===== config.mk =====
export PLATFORM = sky130hd
export DESIGN_NAME = seq_read_addr_gen
export DESIGN_NICKNAME = d
export VERILOG_FILES = /design/src/rtl/seq_rd_pkg.sv /design/src/rtl/seq_rd_datapath.sv /design/src/rtl/seq_rd_ctrl.sv /design/src/rtl/seq_read_addr_gen.sv
export SDC_FILE = /design/constraint.sdc
export NUM_CORES = 1
export LEC_CHECK = 0
export BUFFER_PORTS_ARGS = -buffer_cell sky130_fd_sc_hd__buf_2
export CORE_ASPECT_RATIO = 0.75
export CORE_MARGIN = 2
export CORE_UTILIZATION = 58
export DETAILED_ROUTE_END_ITERATION = 10
export GPL_ROUTABILITY_DRIVEN = 1
export HOLD_SLACK_MARGIN = 0.12
export PLACE_DENSITY_LB_ADDON = 0.12
export SLEW_MARGIN = 20
export SYNTH_ARGS = -nofsm -noshare
export SYNTH_HDL_FRONTEND = slang
export SYNTH_HIERARCHICAL = 1
export SYNTH_SLANG_ARGS = --single-unit

===== constraint.sdc =====
create_clock -name clk -period 7.2 [get_ports clk]
set_input_delay 0.36 -clock clk [delete_from_list [all_inputs] [get_ports clk]]
set_output_delay 0.36 -clock clk [all_outputs]
set_load 0.01 [all_outputs]

===== src/rtl/seq_rd_pkg.sv =====
package seq_rd_pkg;
  // Strobes from control to datapath, one cycle's decisions
  typedef struct packed {
    logic loadSeed;  // restart stream from seed value
    logic takeRead;  // accept one read and mix its address
    logic takeJump;  // redirect next address to mixing value
  } rdStrobe_t;
endpackage


===== src/rtl/seq_rd_datapath.sv =====
module seq_rd_datapath
  import seq_rd_pkg::*;
#(
  parameter int ADDR_W     = 32,
  parameter int ALIGN_BITS = 3,
  parameter int TRIG_BITS  = 13
) (
  input  logic              clk,
  input  logic              rstN,
  input  rdStrobe_t         strobe,
  input  logic [ADDR_W-1:0] seedAddr,
  input  logic [ADDR_W-1:0] rdAddrIn,
  output logic              trigHit,
  output logic [ADDR_W-1:0] memAddr
);
  localparam logic [ADDR_W-1:0] STEP       = ADDR_W'(1) << ALIGN_BITS;
  localparam logic [ADDR_W-1:0] ALIGN_MASK = ~(STEP - ADDR_W'(1));

  logic [ADDR_W-1:0] addrReg;
  logic [ADDR_W-1:0] mixReg;
  logic [ADDR_W-1:0] mixNext;

  always_comb begin
    mixNext = mixReg ^ rdAddrIn;
    trigHit = (mixNext[TRIG_BITS-1:0] == '0);
  end

  always_ff @(posedge clk) begin
    if (!rstN) begin
      addrReg <= '0;
      mixReg  <= '0;
    end else if (strobe.loadSeed) begin
      addrReg <= seedAddr & ALIGN_MASK;
      mixReg  <= '0;
    end else if (strobe.takeRead) begin
      mixReg <= mixNext;
      if (strobe.takeJump) addrReg <= mixNext & ALIGN_MASK;
      else                 addrReg <= addrReg + STEP;
    end
  end

  assign memAddr = addrReg;
endmodule


===== src/rtl/seq_rd_ctrl.sv =====
module seq_rd_ctrl
  import seq_rd_pkg::*;
(
  input  logic      clk,
  input  logic      rstN,
  input  logic      seedLoad,
  input  logic      rdReq,
  input  logic      trigHit,
  output rdStrobe_t strobe,
  output logic      jumpPulse
);
  always_comb begin
    strobe.loadSeed = seedLoad;
    strobe.takeRead = rdReq & ~seedLoad;
    strobe.takeJump = rdReq & ~seedLoad & trigHit;
  end

  always_ff @(posedge clk) begin
    if (!rstN) jumpPulse <= 1'b0;
    else       jumpPulse <= strobe.takeJump;
  end
endmodule


===== src/rtl/seq_read_addr_gen.sv =====
module seq_read_addr_gen
  import seq_rd_pkg::*;
#(
  parameter int ADDR_W     = 32,
  parameter int ALIGN_BITS = 3,
  parameter int TRIG_BITS  = 13
) (
  input  logic              clk,
  input  logic              rstN,
  input  logic              seedLoad,
  input  logic [ADDR_W-1:0] seedAddr,
  input  logic              rdReq,
  input  logic [ADDR_W-1:0] rdAddrIn,
  output logic [ADDR_W-1:0] memAddr,
  output logic              jumpPulse
);
  rdStrobe_t strobe;
  logic      trigHit;

  seq_rd_ctrl i_ctrl (
    .clk      (clk),
    .rstN     (rstN),
    .seedLoad (seedLoad),
    .rdReq    (rdReq),
    .trigHit  (trigHit),
    .strobe   (strobe),
    .jumpPulse(jumpPulse)
  );

  seq_rd_datapath #(
    .ADDR_W    (ADDR_W),
    .ALIGN_BITS(ALIGN_BITS),
    .TRIG_BITS (TRIG_BITS)
  ) i_dp (
    .clk     (clk),
    .rstN    (rstN),
    .strobe  (strobe),
    .seedAddr(seedAddr),
    .rdAddrIn(rdAddrIn),
    .trigHit (trigHit),
    .memAddr (memAddr)
  );
endmodule


[Word-level counts from Yosys, hierarchy flattened]
Index checks and enable logic that the tools add are counted.
Cells by class
  $add $sub $neg: 1
  $mul: 0
  div/mod/pow operators: 0
  $lt $le $gt $ge: 0
  equal/unequal tests: 0
  shifts and indexed selects: 0
  multiplexer cells: 3
  bitwise operators: 5
  reduce and logical (&&, ||, !) cells: 3
Operator list (number)
  32-bit 2-to-1 mux: 3
  32-bit by 4-bit adder with 32-bit output (second input constant): 1
  32-bit XOR: 1
  13-bit zero test: 1
  1-bit bitwise AND: 2
  1-bit inverter: 2
  2-bit nonzero test: 1
  2-bit OR reduction: 1
Storage, ports and cells
  flip-flop bits (word level): 65
  bits in latches: 0
  memory bits (writable): 0
  bits in read-only memories: 0
  output and inout port bits: 33
  memories kept: 0

[Longest topological paths before layout]
  depth after elaboration: 6
  depth in mapped cells: 11
  mapped depth without buffers: 9

[Cells and area by module]
The synthesis kept the hierarchy.
By module, submodules not included
  seq_rd_datapath: instances 1, cells each 491, area an instance 3852.4 sq um
  seq_rd_ctrl: instances 1, cells each 5, area an instance 56.3 sq um

[Least setup slack after synthesis]
OpenSTA, ideal clock, no wires.
  path type: input to register
  start point: in rdAddrIn[10]
  end point: reg i_dp.addrReg[27], in the netlist i_dp/memAddr[27]
  setup time: 0.091 ns
  arrival time: 2.305 ns
  required time: 7.109 ns
  slack: 4.804 ns
  cell stages on the path: 10
  path through: xnor2_1 > nand4_1 > nor4_1 > and4_1 > and3b_2 > clkbuf_1 > clkbuf_1 > clkbuf_1 > nor2_1 > a311oi_1
RTL lines
  start, declared: line seq_read_addr_gen.sv:13  | input logic [ADDR_W-1:0] rdAddrIn,
  end signal, assigned: line seq_rd_datapath.sv:33  | addrReg <= seedAddr & ALIGN_MASK;
  end signal, assigned: line seq_rd_datapath.sv:37  | if (strobe.takeJump) addrReg <= mixNext & ALIGN_MASK;
  end signal, assigned: line seq_rd_datapath.sv:38  | else addrReg <= addrReg + STEP;
  end, declared: line seq_rd_datapath.sv:19  | logic [ADDR_W-1:0] addrReg;

==> results.md <==
- Post-synthesis sequential area ratio: 0.333
- Crit path max fanout: 37
- Die area: 0.00742 sq mm
- Number of global-route vias before repair: 3882
- Num ports: 101
- CP cell instances: xnor2_1 -> nand4_1 -> nor4_1 -> and4_1 -> and3b_2 -> nand2_1 -> o311ai_0 -> nor3_1
- Synth top area share: 0.333
- Fraction of layout cells with a size suffix above 1: 0.219
- Max Clock Skew: 8.36 ps
- DR iter-0 viols: 376
- P_sw: 0.232 mW
- Clock share of power: 0.353
- Die span in y: around 75 um
- Async S/R FF share, synth: 0
- Initial Util: 0.610
- Area delta synth->final: 16.6%
- WHS Endpoint: i_dp/memAddr[7]$_SDFFE_PN0P_
- # resized after CTS: 0
- DR top layer: met4
- Setup bufs post-CTS: 0
- Synthesized area: 0.00391 sq mm
- Post-Syn Nets: between 500 and 600
- Synth cell types: 63
- Final setup vio count: 0
- CTS tree: yes
- Int Pwr: 0.566 mW
- Fin crit period: around 3400 ps
- Seq cells post-synth: 65
- Crit end category: register
- Residual DRC: 0
- Critical path's largest stage delay: 670 ps
- RR Startpoint: i_dp/mixReg[11]$_SDFFE_PP0P_
- Dpl hpwl: between 7000 and 8000 um
- Gpl congestion: 0.919
- Clk buf depth: 2
- YS warnings: 6
- Min-delay src: seedAddr[7]
- Post-Synthesis Cells: ~500
- CTS Buf Count: 9
- Clock Latency Late Sink: 360 ps
- Leak Pwr: 1.87 nW
- CP Class: reg -> reg
- GRT overflow: 0
- First-pass GRT wire length: 18700 um
- RR Endpoint: i_dp/memAddr[17]$_SDFFE_PN0P_
- Comb power frac: 0.155
- Post-Place Setup Slack: 3860 ps
- Period utilization: 0.473
- RSZ-0062 raised after global routing: no
- Area of the multi-input gates: 0.00246 sq mm
- Core region area: around 0.0064 sq mm
- GR Util All Layers: 0.320
- TritonRoute pass-1 iters: 6
- Final hold violation count: 0
- Crit start category: register
- Worst hold stages: 3
- Arrival time at the worst endpoint: between 3000 and 4000 ps
- Initial antenna violation count: 0
- ANT nets after route: 0
- Ant diodes: 0
- Most common library cells after synthesis: dfxtp_1 (65), nand2_1 (56), nor2_1 (51)
- Power per Cell Area: around 180 mW/mm^2
- Max-slew violations: 0
- Area contributors post-synth: dfxtp_1 (33%), xor2_1 (11%), nand2_1 (5.4%)
- Critical Path RT: 7420 ps
- Least-Margin Pin Slew: around 990 ps
- Synth area leader: dfxtp_1
- Wirelength per Cell: 17.7 um
- CTS clk-pin slew, worst paths: 70 ps
- Final core occ: 0.711
- Clock Tree Root: clkbuf_8
- CTS Sinks: between 60 and 70
- Die width: 98.8 um
- Sequential share of power: 0.492
- Setup ws final: 3790 ps
- Largest net degree at the start of global routing: 62
- Hold Buf Count CTS: 0
- Slew Limit Headroom: 0.341
- H-tree depth: 3
- Nets: 642
- Via count: around 4100
- Slowest cell on the critical path: and3b_2
- Met3 WL post-DR: approximately 1200 um
- Synthesized area per cell: 7.88 sq um
- Status: finished clean
- Setup TNS: 0 ps
- Worst VDD drop: 0.135 mV
- Metal2 WL: 5040 um
- Drt total wl: 11600 um
- MaxCap Viol Count: 0
- Hold WC Path Type: in -> reg
- Std-Cell Rows: 25
- Fmax: 0.294 GHz
- R2R Setup Slk: 3790 ps
- I/O Buffers: just under 100
- Sequential Area: between 0.001 and 0.0015 sq mm
- R2R cell count: 8
- Post-synth top flop: dfxtp_1
- Layout filler cell count: approximately 550
- Vias per cell: 6.26
- Post-synth EDFFs: 0
- Metal1 wirelength: approximately 5000 um
- Switch share: 0.291
- Count leader, synth: dfxtp_1
==> routing by layer <==
layer | vias to the layer above | track usage
met2 | 226 | 0.495
met4 | 0 | 0.134
met1 | 1911 | 0.423
met3 | 43 | 0.0947
met5 | - | 0
li1 | 1932 | -
==> how the worst max path moves through the flow <==
stage                                               end                         start  depth (start not counted)
after global routing      i_dp/memAddr[17]$_SDFFE_PN0P_  i_dp/mixReg[11]$_SDFFE_PP0P_                          8
after detailed placement  i_dp/memAddr[31]$_SDFFE_PN0P_                  rdAddrIn[11]                         10
final                     i_dp/memAddr[17]$_SDFFE_PN0P_  i_dp/mixReg[11]$_SDFFE_PP0P_                          8
after floorplan           i_dp/memAddr[27]$_SDFFE_PN0P_                  rdAddrIn[10]                         10
after global placement    i_dp/memAddr[17]$_SDFFE_PN0P_                  rdAddrIn[11]                          9
after CTS                 i_dp/memAddr[17]$_SDFFE_PN0P_  i_dp/mixReg[11]$_SDFFE_PP0P_                          8
==> kinds of logic (layout without fill, tap and decap cells) <==
kind of cell | Yosys count | count (layout) | share of synthesized area
buffers and inverters | 40 | 120 | 0.0397
flip-flops | 65 | 65 | 0.333
adder cells (fa/ha/maj) | 1 | 1 | 0.00320
AO/OA/AOI/OAI | 110 | 110 | 0.193
XOR/XNOR | 68 | 68 | 0.152
AND/OR/NAND/NOR | 210 | 210 | 0.274
multiplexers | 2 | 2 | 0.00512
==> cells in the final DEF, fill, tap and decap left out, types with 3 or more instances in the layout <==
cell | synthesis | routed
a211o_1 | 3 | 3
a211oi_1 | 7 | 7
a21oi_1 | 30 | 30
a221oi_1 | 4 | 4
a2bb2oi_1 | 4 | 4
a31o_2 | 3 | 3
and2_1 | 4 | 4
and3_1 | 6 | 6
and4_1 | 3 | 3
buf_2 | 1 | 97
clkbuf_8 | 0 | 11
dfxtp_1 | 65 | 65
inv_1 | 5 | 5
nand2_1 | 56 | 56
nand2b_1 | 6 | 6
nand3_1 | 19 | 19
nand3b_1 | 3 | 3
nand4_1 | 9 | 9
nand4b_1 | 4 | 4
nor2_1 | 51 | 51
nor3_1 | 17 | 17
nor3b_1 | 6 | 6
nor4_1 | 9 | 8
o21ai_0 | 20 | 20
o221ai_1 | 5 | 5
o22ai_1 | 4 | 4
o311ai_0 | 6 | 6
o31ai_1 | 3 | 3
or3_1 | 5 | 5
xnor2_1 | 19 | 19
xor2_1 | 49 | 49
==> worst max-delay path: cells and delay by family, from the launching register on <==
kind	cells	cell delay, ps
xor gates and xnor gates	1	380
and+or+nand+nor	6	2030
DFF	1	330
AOI/OAI and AO/OA	1	540
==> power by group through the flow <==
stage | clock network, mW | logic, mW | registers (mW)
CTS | 0.284 | 0.122 | 0.392
global route | 0.297 | 0.136 | 0.395
global placement | 0 | 0.118 | 0.399
finish | 0.281 | 0.124 | 0.392
floorplan | 0 | 0.0725 | 0.399
detailed placement | 0 | 0.121 | 0.400
==> layout make-up <==
type	instances	area share
multi-input combinational	391	0.540
sequential	65	0.286
timing repair buffer	99	0.110
clock buffer	11	0.0332
tap	81	0.0222
inverter	7	0.00577
clock inverter	3	0.00384
==> stage by stage <==
step / instances / hold WS (ps) / power, mW / cell area [sq um]
floorplan: 496 / 498 / 0.471 / 3910
global placement: 643 / 462 / 0.517 / 4380
detailed placement: 643 / 464 / 0.521 / 4380
CTS: 657 / 232 / 0.798 / 4550
global route: 657 / 245 / 0.828 / 4560
finish: 657 / 240 / 0.798 / 4560
==> state kept, by name, indices dropped and copies added, names as in the netlist <==
signal / flops
i_dp/mixReg: 32
i_dp/memAddr: 32
i_ctrl/jumpPulse: 1
(Power assumes the default switching activity.)
